$ cat src/rtl/rcc_pkg.sv
// Shared definitions for the reset cause classifier.
// Assumes: reset type codes are 3 bits wide, 0 meaning "no reset".
package rcc_pkg;
    typedef enum logic [2:0] {
        RT_NONE   = 3'd0,
        RT_WARM   = 3'd1,
        RT_COLD   = 3'd2,
        RT_SOFT5  = 3'd3,
        RT_GLOBAL = 3'd4,
        RT_OFF    = 3'd5
    } rst_type_e;

    localparam int NUM_TYPES = 5;
endpackage

$ cat src/rtl/rcc_tick_gen.sv
// Free-running prescaler: emits one-cycle tick every TICK_DIV clocks.
// Assumes: TICK_DIV >= 1; synchronous active-low reset.
module rcc_tick_gen #(
    parameter int TICK_DIV = 125000
) (
    input  logic clk,
    input  logic rst_n,
    output logic tick
);
    localparam int CW = (TICK_DIV > 1) ? $clog2(TICK_DIV) : 1;
    localparam logic [CW-1:0] LAST = CW'(TICK_DIV - 1);

    logic [CW-1:0] div_q;

    // Count clocks up to the tick boundary and wrap.
    always_ff @(posedge clk) begin
        if (!rst_n)              div_q <= '0;
        else if (div_q == LAST)  div_q <= '0;
        else                     div_q <= div_q + 1'b1;
    end

    assign tick = (div_q == LAST);
endmodule

$ cat src/rtl/rcc_hold_det.sv
// Button hold detector: synchronises a raw active-low button and pulses
// fire once after it has been low for HOLD_TICKS ticks. Releasing restarts.
// Assumes: HOLD_TICKS >= 1; tick is a one-cycle pulse.
module rcc_hold_det #(
    parameter int HOLD_TICKS = 16
) (
    input  logic clk,
    input  logic rst_n,
    input  logic tick,
    input  logic btn_n,
    output logic fire
);
    localparam int CW = $clog2(HOLD_TICKS + 1);
    localparam logic [CW-1:0] FULL = CW'(HOLD_TICKS);
    localparam logic [CW-1:0] NEAR = CW'(HOLD_TICKS - 1);

    logic [1:0]    sync_q;
    logic [CW-1:0] cnt_q;
    logic          active;

    // Two-stage synchroniser for the asynchronous button.
    always_ff @(posedge clk) begin
        if (!rst_n) sync_q <= 2'b11;
        else        sync_q <= {sync_q[0], btn_n};
    end

    assign active = ~sync_q[1];

    // Count ticks while held, saturating at the hold limit.
    always_ff @(posedge clk) begin
        if (!rst_n || !active)              cnt_q <= '0;
        else if (tick && cnt_q != FULL)     cnt_q <= cnt_q + 1'b1;
    end

    // Pulse exactly when the count reaches the limit.
    always_ff @(posedge clk) begin
        if (!rst_n) fire <= 1'b0;
        else        fire <= active && tick && (cnt_q == NEAR);
    end

    p_single_fire_r4: assert property (@(posedge clk) disable iff (!rst_n)
        fire |=> !fire);
endmodule

$ cat src/rtl/rcc_ctl_reg.sv
// Reset control register at one I/O port. Holds the full-reset bit (loaded
// on every write) and a sticky global bit (set by writes, cleared only by
// power-on reset). Flags software reset requests of the two trigger codes.
// Assumes: byte writes complete in one cycle.
module rcc_ctl_reg #(
    parameter int             AW        = 16,
    parameter logic [AW-1:0]  PORT_ADDR = AW'(16'h0CF9)
) (
    input  logic          clk,
    input  logic          rst_n,
    input  logic          wr_en,
    input  logic [AW-1:0] addr,
    input  logic [7:0]    wdata,
    output logic          full_q,
    output logic          glb_q,
    output logic          sw_req,
    output logic          sw_full
);
    localparam logic [7:0] CODE_WARM = 8'h06;
    localparam logic [7:0] CODE_COLD = 8'h0E;
    localparam int         FULL_BIT  = 3;
    localparam int         GLB_BIT   = 7;

    logic hit;
    assign hit = wr_en && (addr == PORT_ADDR);

    // Load the full-reset bit from every register write.
    always_ff @(posedge clk) begin
        if (!rst_n)   full_q <= 1'b0;
        else if (hit) full_q <= wdata[FULL_BIT];
    end

    // Sticky global bit: set by a write, cleared only by power-on reset.
    always_ff @(posedge clk) begin
        if (!rst_n)                    glb_q <= 1'b0;
        else if (hit && wdata[GLB_BIT]) glb_q <= 1'b1;
    end

    assign sw_req  = hit && (wdata == CODE_WARM || wdata == CODE_COLD);
    assign sw_full = wdata[FULL_BIT];

    p_glb_sticky_r3: assert property (@(posedge clk) disable iff (!rst_n)
        glb_q |=> glb_q);
endmodule

$ cat src/rtl/rcc_type_arbiter.sv
// Maps every event to a reset type, detects level edges, tracks the OS
// watchdog arm state and registers the highest requested type as a strobe.
// Assumes: event inputs are one-cycle pulses; levels are synchronous.
module rcc_type_arbiter
    import rcc_pkg::*;
(
    input  logic       clk,
    input  logic       rst_n,
    input  logic       sw_req,
    input  logic       sw_full,
    input  logic       full_bit,
    input  logic       glb_bit,
    input  logic       btn_press,
    input  logic       pwr_override,
    input  logic       core_pwr_ok,
    input  logic       sys_in_s5,
    input  logic       therm_trip,
    input  logic       cpu_shutdown,
    input  logic       os_wdt_expire,
    input  logic       fw_wdt_expire,
    input  logic       host_rst_tmo,
    input  logic       s5_entry_tmo,
    output logic       rst_valid,
    output logic [2:0] rst_type
);
    logic             pok_q;
    logic             s5_q;
    logic             armed_q;
    logic             pwr_fail;
    logic             s5_enter;
    logic             wdt_second;
    logic [NUM_TYPES:1] req;
    logic [2:0]       sel;

    // Remember previous levels; seeded from inputs so reset makes no edge.
    always_ff @(posedge clk) begin
        if (!rst_n) begin
            pok_q <= core_pwr_ok;
            s5_q  <= sys_in_s5;
        end else begin
            pok_q <= core_pwr_ok;
            s5_q  <= sys_in_s5;
        end
    end

    assign pwr_fail   = pok_q && !core_pwr_ok && !s5_q;
    assign s5_enter   = !s5_q && sys_in_s5;
    assign wdt_second = os_wdt_expire && armed_q;

    // Per-type request lines.
    always_comb begin
        req[1] = (sw_req && !glb_bit && !sw_full) || (btn_press && !full_bit)
               || wdt_second || (cpu_shutdown && !glb_bit && !full_bit);
        req[2] = (sw_req && !glb_bit && sw_full) || (btn_press && full_bit)
               || (cpu_shutdown && !glb_bit && full_bit);
        req[3] = s5_enter;
        req[4] = (sw_req && glb_bit) || pwr_fail || (cpu_shutdown && glb_bit)
               || host_rst_tmo;
        req[5] = therm_trip || pwr_override || s5_entry_tmo || fw_wdt_expire;
    end

    // Highest requested type wins.
    always_comb begin
        sel = RT_NONE;
        for (int i = 1; i <= NUM_TYPES; i++) begin
            if (req[i]) sel = 3'(i);
        end
    end

    // Arm on a first expiry; any issued reset disarms.
    always_ff @(posedge clk) begin
        if (!rst_n || (|req)) armed_q <= 1'b0;
        else if (os_wdt_expire) armed_q <= 1'b1;
    end

    // Register the decision strobe.
    always_ff @(posedge clk) begin
        if (!rst_n) begin
            rst_valid <= 1'b0;
            rst_type  <= RT_NONE;
        end else begin
            rst_valid <= |req;
            rst_type  <= sel;
        end
    end

    p_req_strobe_r1: assert property (@(posedge clk) disable iff (!rst_n)
        (|req) |=> rst_valid);
    p_type_range_r1: assert property (@(posedge clk) disable iff (!rst_n)
        rst_valid |-> (rst_type >= 3'd1 && rst_type <= 3'd5));
    p_wdt_clear_r5: assert property (@(posedge clk) disable iff (!rst_n)
        rst_valid |-> !armed_q);
endmodule

$ cat src/rtl/rst_cause_classifier.sv
// Top of the reset cause classifier: control register, tick timebase,
// reset-button debounce, power-button override hold and type arbiter.
// Assumes: synchronous active-low power-on reset; pulse inputs last one cycle.
module rst_cause_classifier #(
    parameter int AW         = 16,
    parameter int PORT_ADDR  = 16'h0CF9,
    parameter int TICK_DIV   = 125000,
    parameter int DEB_TICKS  = 20,
    parameter int HOLD_TICKS = 4000
) (
    input  logic          clk,
    input  logic          por_n,
    input  logic          io_wr_en,
    input  logic [AW-1:0] io_addr,
    input  logic [7:0]    io_wr_data,
    input  logic          rst_btn_n,
    input  logic          pwr_btn_n,
    input  logic          core_pwr_ok,
    input  logic          sys_in_s5,
    input  logic          therm_trip,
    input  logic          cpu_shutdown,
    input  logic          os_wdt_expire,
    input  logic          fw_wdt_expire,
    input  logic          host_rst_tmo,
    input  logic          s5_entry_tmo,
    output logic          rst_valid,
    output logic [2:0]    rst_type
);
    logic tick;
    logic full_bit, glb_bit, sw_req, sw_full;
    logic btn_press, pwr_override;

    rcc_ctl_reg #(.AW(AW), .PORT_ADDR(AW'(PORT_ADDR))) u_ctl (
        .clk(clk), .rst_n(por_n), .wr_en(io_wr_en), .addr(io_addr),
        .wdata(io_wr_data), .full_q(full_bit), .glb_q(glb_bit),
        .sw_req(sw_req), .sw_full(sw_full)
    );

    rcc_tick_gen #(.TICK_DIV(TICK_DIV)) u_tick (
        .clk(clk), .rst_n(por_n), .tick(tick)
    );

    rcc_hold_det #(.HOLD_TICKS(DEB_TICKS)) u_rst_btn (
        .clk(clk), .rst_n(por_n), .tick(tick), .btn_n(rst_btn_n), .fire(btn_press)
    );

    rcc_hold_det #(.HOLD_TICKS(HOLD_TICKS)) u_pwr_btn (
        .clk(clk), .rst_n(por_n), .tick(tick), .btn_n(pwr_btn_n), .fire(pwr_override)
    );

    rcc_type_arbiter u_arb (
        .clk(clk), .rst_n(por_n), .sw_req(sw_req), .sw_full(sw_full),
        .full_bit(full_bit), .glb_bit(glb_bit), .btn_press(btn_press),
        .pwr_override(pwr_override), .core_pwr_ok(core_pwr_ok),
        .sys_in_s5(sys_in_s5), .therm_trip(therm_trip),
        .cpu_shutdown(cpu_shutdown), .os_wdt_expire(os_wdt_expire),
        .fw_wdt_expire(fw_wdt_expire), .host_rst_tmo(host_rst_tmo),
        .s5_entry_tmo(s5_entry_tmo), .rst_valid(rst_valid), .rst_type(rst_type)
    );

    p_therm_type_r7: assert property (@(posedge clk) disable iff (!por_n)
        therm_trip |=> (rst_valid && rst_type == 3'd5));
    p_reset_quiet_r11: assert property (@(posedge clk)
        !por_n |=> !rst_valid);
endmodule

$ cat config.mk
export PLATFORM = sky130hd
export DESIGN_NAME = rst_cause_classifier
export DESIGN_NICKNAME = d
export VERILOG_FILES = /design/src/rtl/rcc_pkg.sv /design/src/rtl/rcc_tick_gen.sv /design/src/rtl/rcc_hold_det.sv /design/src/rtl/rcc_ctl_reg.sv /design/src/rtl/rcc_type_arbiter.sv /design/src/rtl/rst_cause_classifier.sv
export SDC_FILE = /design/constraint.sdc
export NUM_CORES = 1
export LEC_CHECK = 0
export ABC_AREA = 1
export BUFFER_PORTS_ARGS = -buffer_cell sky130_fd_sc_hd__clkbuf_2
export CAP_MARGIN = 0
export CORE_MARGIN = 10
export CORE_UTILIZATION = 30
export CTS_BUF_LIST = sky130_fd_sc_hd__clkbuf_16
export DETAILED_ROUTE_END_ITERATION = 12
export GPL_ROUTABILITY_DRIVEN = 0
export PLACE_DENSITY = 0.46
export SYNTH_ARGS = -nofsm -noshare
export SYNTH_HDL_FRONTEND = slang
export SYNTH_SLANG_ARGS = --single-unit
$ cat constraint.sdc
create_clock -name clk -period 4 [get_ports clk]
set_input_delay 0.6 -clock clk [delete_from_list [all_inputs] [get_ports clk]]
set_output_delay 0.6 -clock clk [all_outputs]
set_load 0.01 [all_outputs]
==> results.cfg, run 1 <==
[run_status]
status = complete, no violations

[placed_design]
hpwl_um = 4280
port_buffers = 40
place_area_um2 = 2780

[hold_path]
hp-class = register to register
hold_depth = 1

[detailed_routing]
routed_via_density = 4.41
drt-total-wl_um = 5380
wl_per_cell_um = 10.9
first_pass_iters = 4
drtIter0Drc = 61
dr_total_vias = 2180
antenna_left = 0
route.detailed.drc = 0

[flow_run]
maxCapViolations = 0

[critical_path]
ff2ff_setup_slack_ps = 2200
path_max_fanout = 11
rr_worst_depth = 9
crit_path_end_kind = register
critPathRequiredTime_ps = 4180
start_kind = register
cp.arrival_ps = 1980
path_class = register to register

[timing]
rsz0062_at_grt = no
drv_slew = 0
setup_tns_ps = 0
setup_violations = 0
fmax_ghz = 0.554
clock_skew_ps = 7.22
period_needed_ps = 1800
tightestPinTransition_ps = 388
period_share_pct = 45.1
hold_viol = 0
relSlewSlack_pct = 73.9

[clock_network]
cts_made_buffers = 5
cts_setup_buffers = 0
path_clk_slew_ps = 70
cts_buffer_depth = 2
ctsResizeCount = 0
root_buffer = clkbuf_16
cts_hold_buffers = 0
cts.sinks = 49
cts_tree = done
clk_latency_ps = 290
h-tree-depth = 2

[die]
initial_core_util_pct = 31.3
die_area_um2 = 12200
die_h_um = 110
core_area_um2 = 7850
rows = 32
die_w_um = 110
io_pins = 41

[global_routing]
antenna_found_initial = 0
grt_max_degree = 15
overflow = 0
grt_pass1_wl_um = 9480
grt_pass1_vias = 2133
track_usage_pct = 8.83

[final_layout]
antenna_cells = 0
layout_commonest_cell = nand2_1
layout.nets = 433
area.growth.synth_to_final_pct = 18.7
final_cell_mix = nand2_1, inv_1, dfxtp_1
drive_gt1_share_pct = 17.9
fin_area_um2 = 2910

[synth]
seq_area_frac_synth_pct = 40.0
netlist-cell-type-count = 34
yosys_warnings = 0
syn_nets = 387
synth_seq_cells = 49
synth_area_um2 = 2450
synth_cells = 345
syn_avg_cell_area_um2 = 7.12

[power_and_ir_drop]
p_leak_nw = 1.15
power_uw = 948
vdd_drop_max_mv = 0.181
power_density_nw_per_um2 = 325
report_power, final:
group | switching (mW) | internal (mW)
clock network | 0.173 | 0.227
registers | 0.00303 | 0.495
logic | 0.0253 | 0.0239
total | 0.201 | 0.746
sequential cells by signal, indices dropped and copies added, names as in the netlist, 2 cells and up:
signal            count
u_pwr_btn.cnt_q      12
u_rst_btn.sync_q      2
u_pwr_btn.sync_q      2
u_tick.div_q         17
u_rst_btn.cnt_q       5
u_arb.rst_type        3
path summary, 6_finish.rpt:
check | end | start
min | u_pwr_btn.sync_q[1] | u_pwr_btn.sync_q[0]
min reg2reg | u_pwr_btn.sync_q[1] | u_pwr_btn.sync_q[0]
max | u_tick.div_q[13] | u_tick.div_q[0]
max reg2reg | u_tick.div_q[13] | u_tick.div_q[0]
synthesized netlist by cell type, drive strengths merged:
cell type | count | area, um2
nor3 | 13 | 86.3
or3 | 1 | 6.26
nor3b | 1 | 12.5
a22oi | 1 | 7.51
ha | 5 | 62.6
buf | 1 | 7.51
nor4 | 4 | 25.0
nand3b | 1 | 7.51
o31ai | 1 | 7.51
a21oi | 22 | 110
o21ai | 13 | 65.1
nand3 | 16 | 95.1
o21a | 1 | 7.51
or2 | 5 | 31.3
dfxtp | 49 | 981
xor2 | 6 | 52.6
nand2 | 72 | 293
o21bai | 1 | 7.51
and3 | 1 | 6.26
a211oi | 1 | 7.51
clkinv | 2 | 12.5
nand4 | 13 | 81.3
xnor2 | 4 | 35.0
inv | 61 | 229
nor2 | 50 | 218
cell type report:
cell class,count,area [um2]
inverters,63,241
clock inverters,3,13.8
repair buffers,40,200
flip-flops and latches,49,981
fillers,863,4930
clock buffers,5,125
well taps,102,128
multi-input cells,232,1220
critical path, cell delays in order, from the launching register on:
cell      delay (ps)
dfxtp_1          350
ha_1             220
nand2_2          130
nor3_2           210
nand2_2          130
clkinv_4         110
nor2_4            50
inv_1            310
nor2_1            90
o21a_1           110
layer usage:
metal	GRT usage (%)	vias to the layer above	part of all wire [%]
met2	14.1	26	46
met1	11.1	960	49
met3	2.49	5	3.8
li1	-	1189	-
met5	0	-	0
met4	3.11	0	1.3
logic make-up after synthesis:
logic type,count (synthesis),synth area share (%)
and+or+nand+nor,177,35.1
AOI/OAI and AO/OA,40,8.67
xor gates and xnor gates,10,3.57
buffers and inverters,64,10.1
DFF,49,40.0
adders and majority gates,5,2.55
through the flow:
| step | util [%] | cells | hold slack [ps] | worst slack [ps] |
|---|---|---|---|---|
| CTS | 37.1 | 494 | 420 | 2150 |
| global route | 37.1 | 494 | 424 | 2000 |
| floorplan | - | 345 | 393 | 2420 |
| finish | 37.1 | 494 | 416 | 2200 |
| detailed placement | 35.4 | 486 | 403 | 2050 |
| global placement | 35.4 | 486 | 398 | 2110 |
(Power assumes the default switching activity.)
==> run 2, diff against run 1 <==
==> constraint.sdc (replaced) <==
create_clock -name clk -period 1.8 [get_ports clk]
set_input_delay 0.27 -clock clk [delete_from_list [all_inputs] [get_ports clk]]
set_output_delay 0.27 -clock clk [all_outputs]
set_load 0.01 [all_outputs]
==> run 2 against run 1 <==
Critical path depth shrank 1. Sequential power is 120% higher. Hold slack worse by 320 ps. Register-to-register slack worse by 2000 ps.
==> results.cfg, run 2 (same netlist as run 1, synthesis figures left out) <==
[power_and_ir_drop]
power.internal_mw = 1.66
p_leak_nw = 1.17
pwr-share-comb_pct = 5.4
power_density_nw_per_um2 = 717
vdd_drop_max_mv = 0.412
swShare_pct = 21.8
power.clock.fraction_pct = 42.5
p_switching_uw = 462
seqPwrFrac_pct = 52.1

[die]
io_pins = 41
die_h_um = 110
die_w_um = 110
die_area_um2 = 12200
rows = 32
core_area_um2 = 7850
initial_core_util_pct = 31.3

[detailed_routing]
drtIter0Drc = 40
routed_via_density = 4.37
drt-total-wl_um = 5560
route.detailed.drc = 0
antenna_left = 0
dr_total_vias = 2187
first_pass_iters = 4
wl_per_cell_um = 11.1

[clock_network]
root_buffer = clkbuf_16
path_clk_slew_ps = 70
h-tree-depth = 2
cts_hold_buffers = 0
cts_buffer_depth = 2
clk_latency_ps = 280
cts.sinks = 49
ctsResizeCount = 0
cts_setup_buffers = 0
cts_tree = done
cts_made_buffers = 5

[final_layout]
stdcell_count = 500
antenna_cells = 0
area.growth.synth_to_final_pct = 20.7
top_regs = u_tick.div_q x17, u_pwr_btn.cnt_q x12, u_rst_btn.cnt_q x5
layout_commonest_cell = nand2_1
layout.nets = 439
final_cell_mix = nand2_1, inv_1, dfxtp_1
top_register = u_tick.div_q
largest_reg_flops = 17
drive_gt1_share_pct = 19.1

[global_routing]
antenna_found_initial = 0
grt_pass1_wl_um = 9650
grt_pass1_vias = 2108
track_usage_pct = 9.13
overflow = 0
grt_max_degree = 15

[placed_design]
port_buffers = 40
hpwl_um = 4400
placed_cells = 492
pre_cts_slack_ps = 138

[run_status]
status = complete, no violations

[critical_path]
worstSetupStartpoint = u_pwr_btn.cnt_q[0]
crit_path_max_incr_delay_ps = 390
path_max_fanout = 5
reg2reg_from = u_pwr_btn.cnt_q[0]
critPathRequiredTime_ps = 1970
slowest_stage = or3_1
rr_endpoint = u_pwr_btn.cnt_q[7]
start_kind = register
crit_family = simple AND/OR/NAND/NOR gates
path_class = register to register
cp_num_buf_inv = 2
cp.arrival_ps = 1820
path_cells = inv_1 -> ha_1 -> nand2_1 -> or3_1 -> nand4_1 -> inv_1 -> nand2_1 -> a21oi_1
crit_path_end_kind = register
rr_worst_depth = 8
ff2ff_setup_slack_ps = 150

[flow_run]
maxCapViolations = 0

[timing]
setup_tns_ps = 0
layout_setup_ws_ps = 151
tightestPinTransition_ps = 345
relSlewSlack_pct = 76.8
setup_violations = 0
fmax_ghz = 0.606
period_needed_ps = 1650
rsz0062_at_grt = no
period_share_pct = 91.6
hold_viol = 0
drv_slew = 0
clock_skew_ps = 4.47

[hold_path]
hold_depth = 1
hold_end = u_arb.pok_q
hp-start = core_pwr_ok
hp-class = primary input to register
[run 2: cell count changes in the layout (fill, tap and decap cells not counted), sizes merged]
| cell | before | now |
|---|---|---|
| buf | 0 | 6 |
| clkinvlp | 0 | 1 |
| clkinv | 4 | 2 |
| inv | 62 | 63 |
[run 2: layer usage]
layer | part of all wire (%) | track usage [%] | vias up | wire length, um
met5 | 0 | 0 | - | 0
met4 | 1.3 | 3.11 | 0 | 72
met3 | 3.3 | 2.49 | 7 | 184
met2 | 47 | 14.9 | 25 | 2600
met1 | 49 | 11.2 | 953 | 2700
li1 | - | - | 1202 | -
[run 2: final cells by class]
class | instances | area (um2)
fill | 858 | 4880
multi-input combinational | 232 | 1230
sequential | 49 | 981
timing repair buffer | 46 | 245
inverter | 63 | 241
tap | 102 | 128
clock buffer | 5 | 125
clock inverter | 3 | 15.0
[run 2: power by group through the flow]
stage	clock network, mW	registers, mW	logic (mW)
floorplan	0	1.13	0.0537
global placement	0	1.13	0.115
detailed placement	0	1.13	0.116
CTS	0.935	1.11	0.117
global route	0.970	1.11	0.134
finish	0.903	1.11	0.115
[run 2: worst max path at each step]
stage               cells past startpoint                  to
global route                            9     u_tick.div_q[2]
floorplan                              10  u_pwr_btn.cnt_q[9]
finish                                  8  u_pwr_btn.cnt_q[7]
CTS                                     9     u_tick.div_q[2]
global placement                        9     u_tick.div_q[2]
detailed placement                      9     u_tick.div_q[2]
[run 2: through the flow]
stage               power (mW)  instance area [um2]  hold slack [ps]  util, %
floorplan                 1.19                 2450              298        -
detailed placement        1.25                 2820              393     35.9
finish                    2.12                 2960              101     37.8
global route              2.21                 2960             99.9     37.8
CTS                       2.16                 2960             96.5     37.7
global placement          1.25                 2820              385     35.9
[run 2: worst register-to-register path: cells and delay by family (launching register included)]
kind                       cells  cell delay [ps]
DFF                            1              310
buffers and inverters          2              250
and+or+nand+nor                4              740
adders and majority gates      1              180
AOI/OAI and AO/OA              1               60
==> run 3, diff against run 2 <==
--- a/config.mk
+++ b/config.mk
@@ -5,7 +5,6 @@
 export SDC_FILE = /design/constraint.sdc
 export NUM_CORES = 1
 export LEC_CHECK = 0
-export ABC_AREA = 1
 export BUFFER_PORTS_ARGS = -buffer_cell sky130_fd_sc_hd__clkbuf_2
 export CAP_MARGIN = 0
 export CORE_MARGIN = 10
==> run 3 against run 2 <==
Die area is 6.6% lower. Highest routed layer unchanged. Combinational power is 4% lower. Clock-buffer cell count stayed put. Sequential share of layout area is 0.50 points higher. Sequential cell count stayed put. Final area is 1.4% lower. Via count is 12% lower. Global-route usage is 0.082 points lower. Clock power is 15% higher.
==> results.cfg, run 3 <==
[critical_path]
critPathRequiredTime_ps = 1980
reg2reg_from = u_pwr_btn.cnt_q[8]
rr_worst_depth = 6
path_class = register to register
path_max_fanout = 5
ff2ff_setup_slack_ps = 100
crit_path_end_kind = register
cp.arrival_ps = 1870
rr_endpoint = u_pwr_btn.cnt_q[1]
start_kind = register

[global_routing]
grt_pass1_vias = 1905
track_usage_pct = 9.05
antenna_found_initial = 0
grt_max_degree = 17
overflow = 0
grt_pass1_wl_um = 8710

[placed_design]
port_buffers = 40
pre_cts_slack_ps = 8.02
hpwl_um = 4030

[clock_network]
path_clk_slew_ps = 70
clk_latency_ps = 280
cts_made_buffers = 5
cts_buffer_depth = 2
cts_hold_buffers = 0
cts.sinks = 49
root_buffer = clkbuf_16
cts_tree = done
h-tree-depth = 2

[die]
die_area_um2 = 11400
io_pins = 41
initial_core_util_pct = 31.0
core_area_um2 = 7290
rows = 31
die_h_um = 107
die_w_um = 107

[detailed_routing]
dr_total_vias = 1935
routed_via_density = 4.66
antenna_left = 0
drt-total-wl_um = 5040
drtIter0Drc = 47
wl_per_cell_um = 12.1
first_pass_iters = 5
route.detailed.drc = 0

[timing]
hold_viol = 0
tightestPinTransition_ps = 405
rsz0062_at_grt = yes
layout_setup_ws_ps = 104
relSlewSlack_pct = 72.7
period_share_pct = 94.2
setup_violations = 0
period_needed_ps = 1700
drv_slew = 0
fmax_ghz = 0.590
fin_hold_ws_ps = 98.5
clock_skew_ps = 3.99

[final_layout]
layout_commonest_cell = dfxtp_1
top_register = u_tick.div_q
layout.nets = 357
drive_gt1_share_pct = 26.6
largest_reg_flops = 17
top_regs = u_tick.div_q x17, u_pwr_btn.cnt_q x12, u_rst_btn.cnt_q x5
area.growth.synth_to_final_pct = 29.4
final_cell_mix = dfxtp_1, clkbuf_2, nor2_1
antenna_cells = 0

[synth]
yosys-top-cells-area = dfxtp_1, nor2_1, xnor2_1, xor2_1, nand4_1
yosys-top-cells-count = dfxtp_1, nor2_1, nand2_1, xnor2_1, nand4_1
yosysMostFrequentCell = dfxtp_1
synth_seq_cells = 49
seq_area_frac_synth_pct = 43.4
yosys.area.top_type_share_pct = 43.4
syn_nets = 291
synth_area_um2 = 2260
synth_edf_count = 0
synth_cells = 249
synthFlopType = dfxtp_1
netlist-cell-type-count = 47
yosys_warnings = 0
syn_avg_cell_area_um2 = 9.07
yosysTopAreaCell = dfxtp_1
async_flop_share_pct = 0

[power_and_ir_drop]
p_leak_nw = 1.11
seqPwrFrac_pct = 49.0
power_density_nw_per_um2 = 773
vdd_drop_max_mv = 0.472
swShare_pct = 19.9
power.internal_mw = 1.81
p_switching_uw = 449
power.clock.fraction_pct = 46.1
pwr-share-comb_pct = 4.9

[run_status]
status = complete, no violations

[hold_path]
hold_end = u_arb.s5_q
hold_depth = 1
hp-start = sys_in_s5
hp-class = primary input to register

[flow_run]
maxCapViolations = 0
-- run 3: metrics by stage --
stage	cell area [um2]	instances	util, %	power [mW]	TNS (ps)
6_report	2920	415	40.1	2.26	0
3_5_place_dp	2750	406	37.6	1.24	0
3_3_place_gp	2750	406	37.6	1.25	0
5_1_grt	2920	415	40.1	2.36	-78.4
4_1_cts	2910	414	39.9	2.31	0
2_1_floorplan	2260	249	-	1.18	0
-- run 3: cell families (layout without fill, tap and decap cells) --
logic type,after synthesis,count (layout),share of synthesized area [%]
simple gates,132,132,34.2
compound gates,22,22,6.59
fa+ha+maj,5,5,2.77
flops,49,49,43.4
buf+inv,15,82,2.83
mux,1,1,0.443
xor+xnor,25,25,9.70
-- run 3: worst max path at each step --
stage / start / to / slack [ps]
after floorplan: u_tick.div_q[0] / u_pwr_btn.cnt_q[8] / 80
after global placement: io_addr[8] / u_arb.rst_type[0] / 10
after detailed placement: u_tick.div_q[0] / u_pwr_btn.cnt_q[10] / 8
after CTS: u_tick.div_q[0] / u_pwr_btn.cnt_q[8] / 40
after global routing: u_tick.div_q[4] / u_pwr_btn.cnt_q[11] / -50
final: u_pwr_btn.cnt_q[8] / u_pwr_btn.cnt_q[1] / 100
-- run 3: power by group through the flow --
stage	combinational (mW)	sequential, mW	clock, mW
2_1_floorplan	0.0428	1.13	0
3_3_place_gp	0.112	1.13	0
3_5_place_dp	0.112	1.13	0
4_1_cts	0.113	1.11	1.09
5_1_grt	0.125	1.11	1.12
6_report	0.110	1.11	1.04
-- run 3: area by class of cell --
| type | count | area [um2] |
|---|---|---|
| fillers | 762 | 4370 |
| multi-input cells | 185 | 1220 |
| flip-flops and latches | 49 | 982 |
| repair buffers | 65 | 400 |
| clock buffers | 5 | 125 |
| well taps | 99 | 124 |
| clock inverters | 3 | 41.3 |
| inverters | 9 | 33.8 |
-- run 3: per-layer routing --
metal	up-vias	share of wire (%)	GRT usage [%]
li1	1016	-	-
met1	871	48	11.5
met2	43	44	14.3
met3	5	6.3	2.81
met4	0	0.97	2.90
met5	-	0	0
-- run 3: what timing repair did --
item,CTS,global route
gates resized for setup,1,3
buffers inserted,0,1
setup endpoints to repair,1,7
gates cloned,0,0
-- run 3: worst max-delay path, stage by stage, from the launching register on --
cell     delay [ps]
dfxtp_1         390
nand4_1         170
or4_4           580
nand2_4         100
buf_4           130
mux2i_1         170
nor2_1           50
